[config.mk]
export PLATFORM = sky130hd
export DESIGN_NAME = rst_halt_ctrl
export DESIGN_NICKNAME = d
export VERILOG_FILES = /design/src/rtl/rhc_pkg.sv /design/src/rtl/rhc_sync.sv /design/src/rtl/rhc_seq.sv /design/src/rtl/rhc_io_gate.sv /design/src/rtl/rhc_disp_gate.sv /design/src/rtl/rst_halt_ctrl.sv
export SDC_FILE = /design/constraint.sdc
export NUM_CORES = 1
export LEC_CHECK = 0
export ABC_AREA = 1
export BUFFER_PORTS_ARGS = -buffer_cell sky130_fd_sc_hd__clkbuf_2
export CORE_ASPECT_RATIO = 1.1
export CORE_MARGIN = 1.5
export CORE_UTILIZATION = 34
export CTS_BUF_LIST = sky130_fd_sc_hd__clkbuf_8
export DETAILED_ROUTE_END_ITERATION = 10
export PLACE_DENSITY = 0.83
export SYNTH_ARGS = -nofsm -noshare
export SYNTH_HDL_FRONTEND = slang
export SYNTH_SLANG_ARGS = --single-unit
[constraint.sdc]
create_clock -name clk -period 1.59 [get_ports clk]
set_input_delay 0.318 -clock clk [delete_from_list [all_inputs] [get_ports clk]]
set_output_delay 0.318 -clock clk [all_outputs]
set_load 0.05 [all_outputs]
[src/rtl/rhc_pkg.sv]
// Package: shared types for the reset and halt controller.
// Assumes: flag order in core_flags_t is the order the core decodes.
package rhc_pkg;

    // Control state of the core as seen by this block.
    typedef enum logic [1:0] {
        CTL_RESET = 2'd0,
        CTL_RUN   = 2'd1,
        CTL_HALT  = 2'd2
    } ctl_state_t;

    // Core flags loaded during reset; bit 0 is irq_a, bit 6 is timer_f.
    typedef struct packed {
        logic timer_f;
        logic ifl1;
        logic ifl0;
        logic carry;
        logic int_en;
        logic irq_b;
        logic irq_a;
    } core_flags_t;

    localparam core_flags_t FLAGS_AT_RESET = '{
        timer_f: 1'b1, ifl1: 1'b1, ifl0: 1'b1,
        carry: 1'b0, int_en: 1'b0, irq_b: 1'b0, irq_a: 1'b0
    };

endpackage

[src/rtl/rhc_sync.sv]
// Module: multi-flop synchronizer for one asynchronous pin.
// Assumes: STAGES >= 2; por_n is synchronous to clk and loads RST_VAL.
module rhc_sync #(
    parameter int   STAGES  = 2,
    parameter logic RST_VAL = 1'b0
) (
    input  logic clk,
    input  logic por_n,
    input  logic d,
    output logic q
);

    logic [STAGES-1:0] chain_q;

    // Shift the pin through the flop chain.
    always_ff @(posedge clk) begin
        if (!por_n) chain_q <= {STAGES{RST_VAL}};
        else        chain_q <= {chain_q[STAGES-2:0], d};
    end

    assign q = chain_q[STAGES-1];

endmodule

[src/rtl/rhc_seq.sv]
// Module: reset/run/halt sequencer with the software halt latch.
// Assumes: rst_req and ext_halt are already synchronized; reset outranks halt.
module rhc_seq
    import rhc_pkg::*;
(
    input  logic       clk,
    input  logic       por_n,
    input  logic       rst_req,
    input  logic       ext_halt,
    input  logic       sw_halt_req,
    input  logic       sw_wake,
    input  logic       sw_halt_en,
    output ctl_state_t state,
    output logic       sw_pending
);

    ctl_state_t state_nx;

    // Software halt latch: reset clears it, wake clears it, an enabled request sets it.
    always_ff @(posedge clk) begin
        if (!por_n || rst_req)              sw_pending <= 1'b0;
        else if (sw_wake)                   sw_pending <= 1'b0;
        else if (sw_halt_req && sw_halt_en) sw_pending <= 1'b1;
    end

    // Next state: reset first, then either halt source, else run.
    always_comb begin
        if (rst_req)                      state_nx = CTL_RESET;
        else if (ext_halt || sw_pending)  state_nx = CTL_HALT;
        else                              state_nx = CTL_RUN;
    end

    // State register; power-on reset enters reset state.
    always_ff @(posedge clk) begin
        if (!por_n) state <= CTL_RESET;
        else        state <= state_nx;
    end

    assert_sw_ignored_R8: assert property (@(posedge clk) disable iff (!por_n)
        (!sw_halt_en && !sw_pending) |=> !sw_pending);

    assert_wake_clears_R9: assert property (@(posedge clk) disable iff (!por_n)
        sw_wake |=> !sw_pending);

    assert_rst_clears_sw_R10: assert property (@(posedge clk) disable iff (!por_n)
        rst_req |=> (!sw_pending && state == CTL_RESET));

    assert_ext_halt_R4: assert property (@(posedge clk) disable iff (!por_n)
        (!rst_req && ext_halt) |=> state == CTL_HALT);

endmodule

[src/rtl/rhc_io_gate.sv]
// Module: pad gating for the discrete output latches.
// Assumes: in_reset and halted are never both high; tristate_opt is static.
module rhc_io_gate #(
    parameter int IO_W = 8
) (
    input  logic            clk,
    input  logic            por_n,
    input  logic            in_reset,
    input  logic            halted,
    input  logic            tristate_opt,
    input  logic [IO_W-1:0] core_io_out,
    output logic [IO_W-1:0] pad_out,
    output logic [IO_W-1:0] pad_oe,
    output logic [IO_W-1:0] pad_pu
);

    logic [IO_W-1:0] hold_q;
    logic            float_pads;

    assign float_pads = halted && tristate_opt;

    for (genvar i = 0; i < IO_W; i++) begin : g_pad
        // Hold register: preset in reset, tracks the core while running, frozen in halt.
        always_ff @(posedge clk) begin
            if (!por_n || in_reset) hold_q[i] <= 1'b1;
            else if (!halted)       hold_q[i] <= core_io_out[i];
        end

        // Pad drive selection per bit.
        always_comb begin
            if (in_reset)    pad_out[i] = 1'b1;
            else if (halted) pad_out[i] = hold_q[i];
            else             pad_out[i] = core_io_out[i];
            pad_oe[i] = !float_pads;
            pad_pu[i] = !float_pads;
        end
    end

    assert_preset_R3: assert property (@(posedge clk) disable iff (!por_n)
        in_reset |=> (&hold_q));

    assert_hold_R5: assert property (@(posedge clk) disable iff (!por_n)
        (halted && $past(halted) && !tristate_opt) |-> (pad_out == $past(pad_out)));

endmodule

[src/rtl/rhc_disp_gate.sv]
// Module: blanks the display by driving segment and common lines to one level.
// Assumes: purely combinational; blank is registered upstream.
module rhc_disp_gate #(
    parameter int   SEG_W     = 32,
    parameter int   COM_W     = 4,
    parameter logic BLANK_LVL = 1'b0
) (
    input  logic             blank,
    input  logic [SEG_W-1:0] core_seg,
    input  logic [COM_W-1:0] core_com,
    output logic [SEG_W-1:0] seg_out,
    output logic [COM_W-1:0] com_out
);

    // Select the shared level or pass the core drive.
    always_comb begin
        seg_out = blank ? {SEG_W{BLANK_LVL}} : core_seg;
        com_out = blank ? {COM_W{BLANK_LVL}} : core_com;
    end

endmodule

[src/rtl/rst_halt_ctrl.sv]
// Module: top of the reset and halt controller.
// Assumes: por_n is synchronous to clk; rst_pin and halt_pin_n are asynchronous.
module rst_halt_ctrl
    import rhc_pkg::*;
#(
    parameter int   IO_W        = 8,
    parameter int   SEG_W       = 32,
    parameter int   COM_W       = 4,
    parameter int   SYNC_STAGES = 2,
    parameter int   PAGE_W      = 5,
    parameter int   ADDR_W      = 6,
    parameter int   RST_PAGE    = 31,
    parameter int   RST_ADDR    = 63,
    parameter logic BLANK_LVL   = 1'b0,
    localparam int  PC_W        = PAGE_W + ADDR_W,
    localparam int  FLAG_W      = $bits(core_flags_t)
) (
    input  logic              clk,
    input  logic              por_n,
    input  logic              rst_pin,
    input  logic              halt_pin_n,
    input  logic              sw_halt_req,
    input  logic              sw_wake,
    input  logic              opt_sw_halt_en,
    input  logic              opt_halt_tristate,
    input  logic [IO_W-1:0]   core_io_out,
    input  logic [SEG_W-1:0]  core_seg,
    input  logic [COM_W-1:0]  core_com,
    output logic              core_rst,
    output logic              core_run_en,
    output logic [PC_W-1:0]   rst_pc,
    output logic [FLAG_W-1:0] rst_flags,
    output logic [IO_W-1:0]   pad_out,
    output logic [IO_W-1:0]   pad_oe,
    output logic [IO_W-1:0]   pad_pu,
    output logic [SEG_W-1:0]  seg_out,
    output logic [COM_W-1:0]  com_out,
    output logic              disp_blank
);

    logic       rst_req;
    logic       ext_halt;
    logic       sw_pending;
    ctl_state_t state;

    rhc_sync #(.STAGES(SYNC_STAGES), .RST_VAL(1'b1)) i_rst_sync (
        .clk(clk), .por_n(por_n), .d(rst_pin), .q(rst_req)
    );

    rhc_sync #(.STAGES(SYNC_STAGES), .RST_VAL(1'b0)) i_halt_sync (
        .clk(clk), .por_n(por_n), .d(!halt_pin_n), .q(ext_halt)
    );

    rhc_seq i_seq (
        .clk(clk), .por_n(por_n), .rst_req(rst_req), .ext_halt(ext_halt),
        .sw_halt_req(sw_halt_req), .sw_wake(sw_wake), .sw_halt_en(opt_sw_halt_en),
        .state(state), .sw_pending(sw_pending)
    );

    // Decode the control state into core-facing strobes.
    always_comb begin
        core_rst    = (state == CTL_RESET);
        core_run_en = (state == CTL_RUN);
        disp_blank  = (state == CTL_HALT);
    end

    assign rst_pc    = {PAGE_W'(RST_PAGE), ADDR_W'(RST_ADDR)};
    assign rst_flags = FLAGS_AT_RESET;

    rhc_io_gate #(.IO_W(IO_W)) i_io_gate (
        .clk(clk), .por_n(por_n), .in_reset(core_rst), .halted(disp_blank),
        .tristate_opt(opt_halt_tristate), .core_io_out(core_io_out),
        .pad_out(pad_out), .pad_oe(pad_oe), .pad_pu(pad_pu)
    );

    rhc_disp_gate #(.SEG_W(SEG_W), .COM_W(COM_W), .BLANK_LVL(BLANK_LVL)) i_disp_gate (
        .blank(disp_blank), .core_seg(core_seg), .core_com(core_com),
        .seg_out(seg_out), .com_out(com_out)
    );

    assert_blank_R7: assert property (@(posedge clk) disable iff (!por_n)
        disp_blank |-> (seg_out == {SEG_W{BLANK_LVL}} && com_out == {COM_W{BLANK_LVL}}));

    assert_run_excl_R10: assert property (@(posedge clk) disable iff (!por_n)
        $onehot0({core_rst, core_run_en, disp_blank}) && !(sw_pending && core_rst));

endmodule

==> results.toml <==
[final_layout]
drive_gt1_frac = 0.675
final.fill_count = 142
final_cells = 323
area_delta_synth_final_pct = 144
finalNetCount = 342
final_core_util = 0.886
antenna_cells_inserted = 0

[pwr]
total_leakage_power_nw = 1.37
pwr_density_cell_nw_per_um2 = 516
irDropWorstVdd_v = 0.000599
power.total_w = 0.00140

[yosys]
syn_inst = 181
synthesis.area_um2 = 1110
synth_sequential_area_ratio = 0.269
avgSynthCellArea_um2 = 6.16
post_synth_fa_ha_maj_area_fraction = 0
post_synth_mux_area_share = 0
synth_cell_types = 15
synth_commonest_cells = "nor2_1 (43), inv_1 (40), buf_4 (35)"
synth_most_common_cell = "nor2_1"
post_synthesis_compound_gate_area_fraction = 0.00449
post_synth_xor_area_fraction = 0
synthTopCellsByArea = "dfxtp_1 (27%), buf_4 (24%), nor2_1 (14%), inv_1 (13%), nand3_1 (11%)"
yosys_register_bits = 15
yosys_most_used_dff = "dfxtp_1"
synth_top_family_by_area = "buffers and inverters"
synth_simple_gate_area_share = 0.318
synthDominantCellAreaShare = 0.269
yosysWarnings = 0
ys_async_sr_fraction = 0
yosys.area.top_type = "dfxtp_1"
number_of_enable_type_register_cells_in_the_synthesized_netlist = 0

[critical_path]
critical_path.n_buffers_inverters = 4
critical_path.max_fanout = 8
r2r-start = "i_seq.state[1]$_SDFF_PP0_"
path_class = "reg2out"
critical_path.slowest_cell = "dfxtp_2"
cp-startpoint = "i_seq.state[0]$_SDFF_PP0_"
slowest_delay_ps = 330
critPathArrivalTime_ps = 1270
critical_path.cell_chain = "inv_2 -> nand2_4 -> inv_8 -> buf_12 -> nand2_8 -> clkbuf_8"
timing.critical_path.max_delay_family = "buffers and inverters"
timing.critical_path.from_type = "register"
worstPathRequired_ps = 1270
cp-end-kind = "output pin"

[placement]
io_buffer_count = 114
post-dp-hpwl_mm = 2.55
cell_total_after_placement = 313
finalWeightedCongestion = 0.743

[route]
routed_wl_mm = 5.51
post_drt_via_cell_ratio = 4.70
route.vias.total = 1518
number_of_routed_nets_with_antenna_violations = 0
remaining_drc_errors = 0
wl_per_cell_um = 17.1
first_iter_violations = 77
drtPass1Iterations = 4

[timing]
skew_final_ps = 4.46
rsz0062_at_grt = "yes"
hold-worst-slack_ps = 223
slew_at_the_pin_closest_to_its_max_slew_limit_ps = 566
timing.final.crit_period_ps = 1580
finalCritPeriodShare = 0.996
slew_headroom = 0.621
final_number_of_max_transition_violations = 0
fmaxAchievable_mhz = 631
setup_viol = 0
hold_viol_final = 0

[grt]
grtUsageTotal = 0.224
grt_pass1_vias = 1423
initial_antenna_violation_count = 0
grt_pass1_wl_mm = 6.47
gr-total-overflow = 0
pin_count_of_the_biggest_net_entering_global_routing = 25

[cts]
cts_buffer_depth = 2
clock_tree.htree_level_count = 1
cts_root_buf = "clkbuf_8"
clock-sinks = 15
clk_pin_slew_worst_paths_ps = 50
tritoncts.num_buffers = 3
clkLatencyLatePin_ps = 240
tritoncts = "done"
cts_hold_buffers = 0

[min_path]
hold_path.startpoint = "halt_pin_n"
hp-class = "in2reg"

[die]
ios = 133
number_of_rows_created_at_floorplan = 21
coreArea_um2 = 3070
initial_utilization = 0.363
die-height_um = 63.1
floorplan.die.width_um = 57.6
design.die.area_um2 = 3630

[run]
maxCapViolations = 0

[outcome]
run_status = "complete, no violations"
cell usage in the layout (no fill, tap or decap), types with 9 or more instances in the layout:
master,count
nand3_1,11
inv_1,40
nand3_2,9
buf_6,13
conb_1,18
dfxtp_1,13
clkbuf_2,53
buf_8,43
nor2_4,37
clkbuf_8,11
per-layer routing:
metal	wire length, µm	global-route usage
met1	1760	0.213
met2	3170	0.453
met3	364	0.0370
met4	225	0.0872
met5	0	0
flip-flops by register name, indices dropped and copies added (netlist names):
signal / cells
i_seq.sw_pending: 1
i_halt_sync.chain_q: 2
i_rst_sync.chain_q: 2
i_seq.state: 2
i_io_gate.hold_q: 8
final timing paths:
kind / to / slack (ps) / depth (start not counted)
setup / recovery: pad_pu[0] / 6 / 6
hold / removal: i_halt_sync.chain_q[0]$_SDFF_PN0_ / 220 / 2
setup reg to reg: i_io_gate.hold_q[3]$_SDFF_PP1_ / 280 / 4
hold reg to reg: i_halt_sync.chain_q[1]$_SDFF_PN0_ / 410 / 2
worst reg2reg max path, delay by kind of cell (launching register included):
family	cells	cell delay, ps
DFF	1	380
buffers and inverters	1	130
and+or+nand+nor	3	660
metrics by stage:
| step | instance area (µm²) | setup TNS [ps] | setup slack (ps) |
|---|---|---|---|
| floorplan | 1490 | -4690 | -171 |
| CTS | 2380 | -284 | -33.2 |
| detailed placement | 1880 | 0 | 44.3 |
| finish | 2720 | 0 | 6.17 |
| global placement | 1880 | 0 | 68.6 |
| global route | 2720 | -955 | -41.4 |
logic make-up (layout without fill, tap and decap cells):
group           Yosys count  in the layout
compound gates            1              1
buf+inv                  80            171
flops                    15             15
other cells               2             18
simple gates             83             84
repair_timing:
item                       CTS  global route
pin swaps                    0             2
buffers inserted             2             1
cloned                       0             3
gates resized for setup    110           113
setup endpoints to repair   60            59
final cells by class:
type	instances	area, µm²	share of cell area
clock inverters	1	3.75	0.00138
repair buffers	125	1300	0.478
flip-flops and latches	15	305	0.112
clock buffers	3	41.3	0.0152
well taps	34	42.5	0.0156
multi-input cells	103	858	0.315
inverters	42	169	0.0620
power breakdown:
part           internal, W  leakage (nW)  total, W  switching [W]
Sequential        0.000383         0.124  0.000386     0.00000333
Combinational     0.000256          1.22  0.000725       0.000469
Clock             0.000171        0.0269  0.000294       0.000123
Total             0.000809          1.37   0.00140       0.000596
No activity file was read; power rests on OpenSTA's default activity.
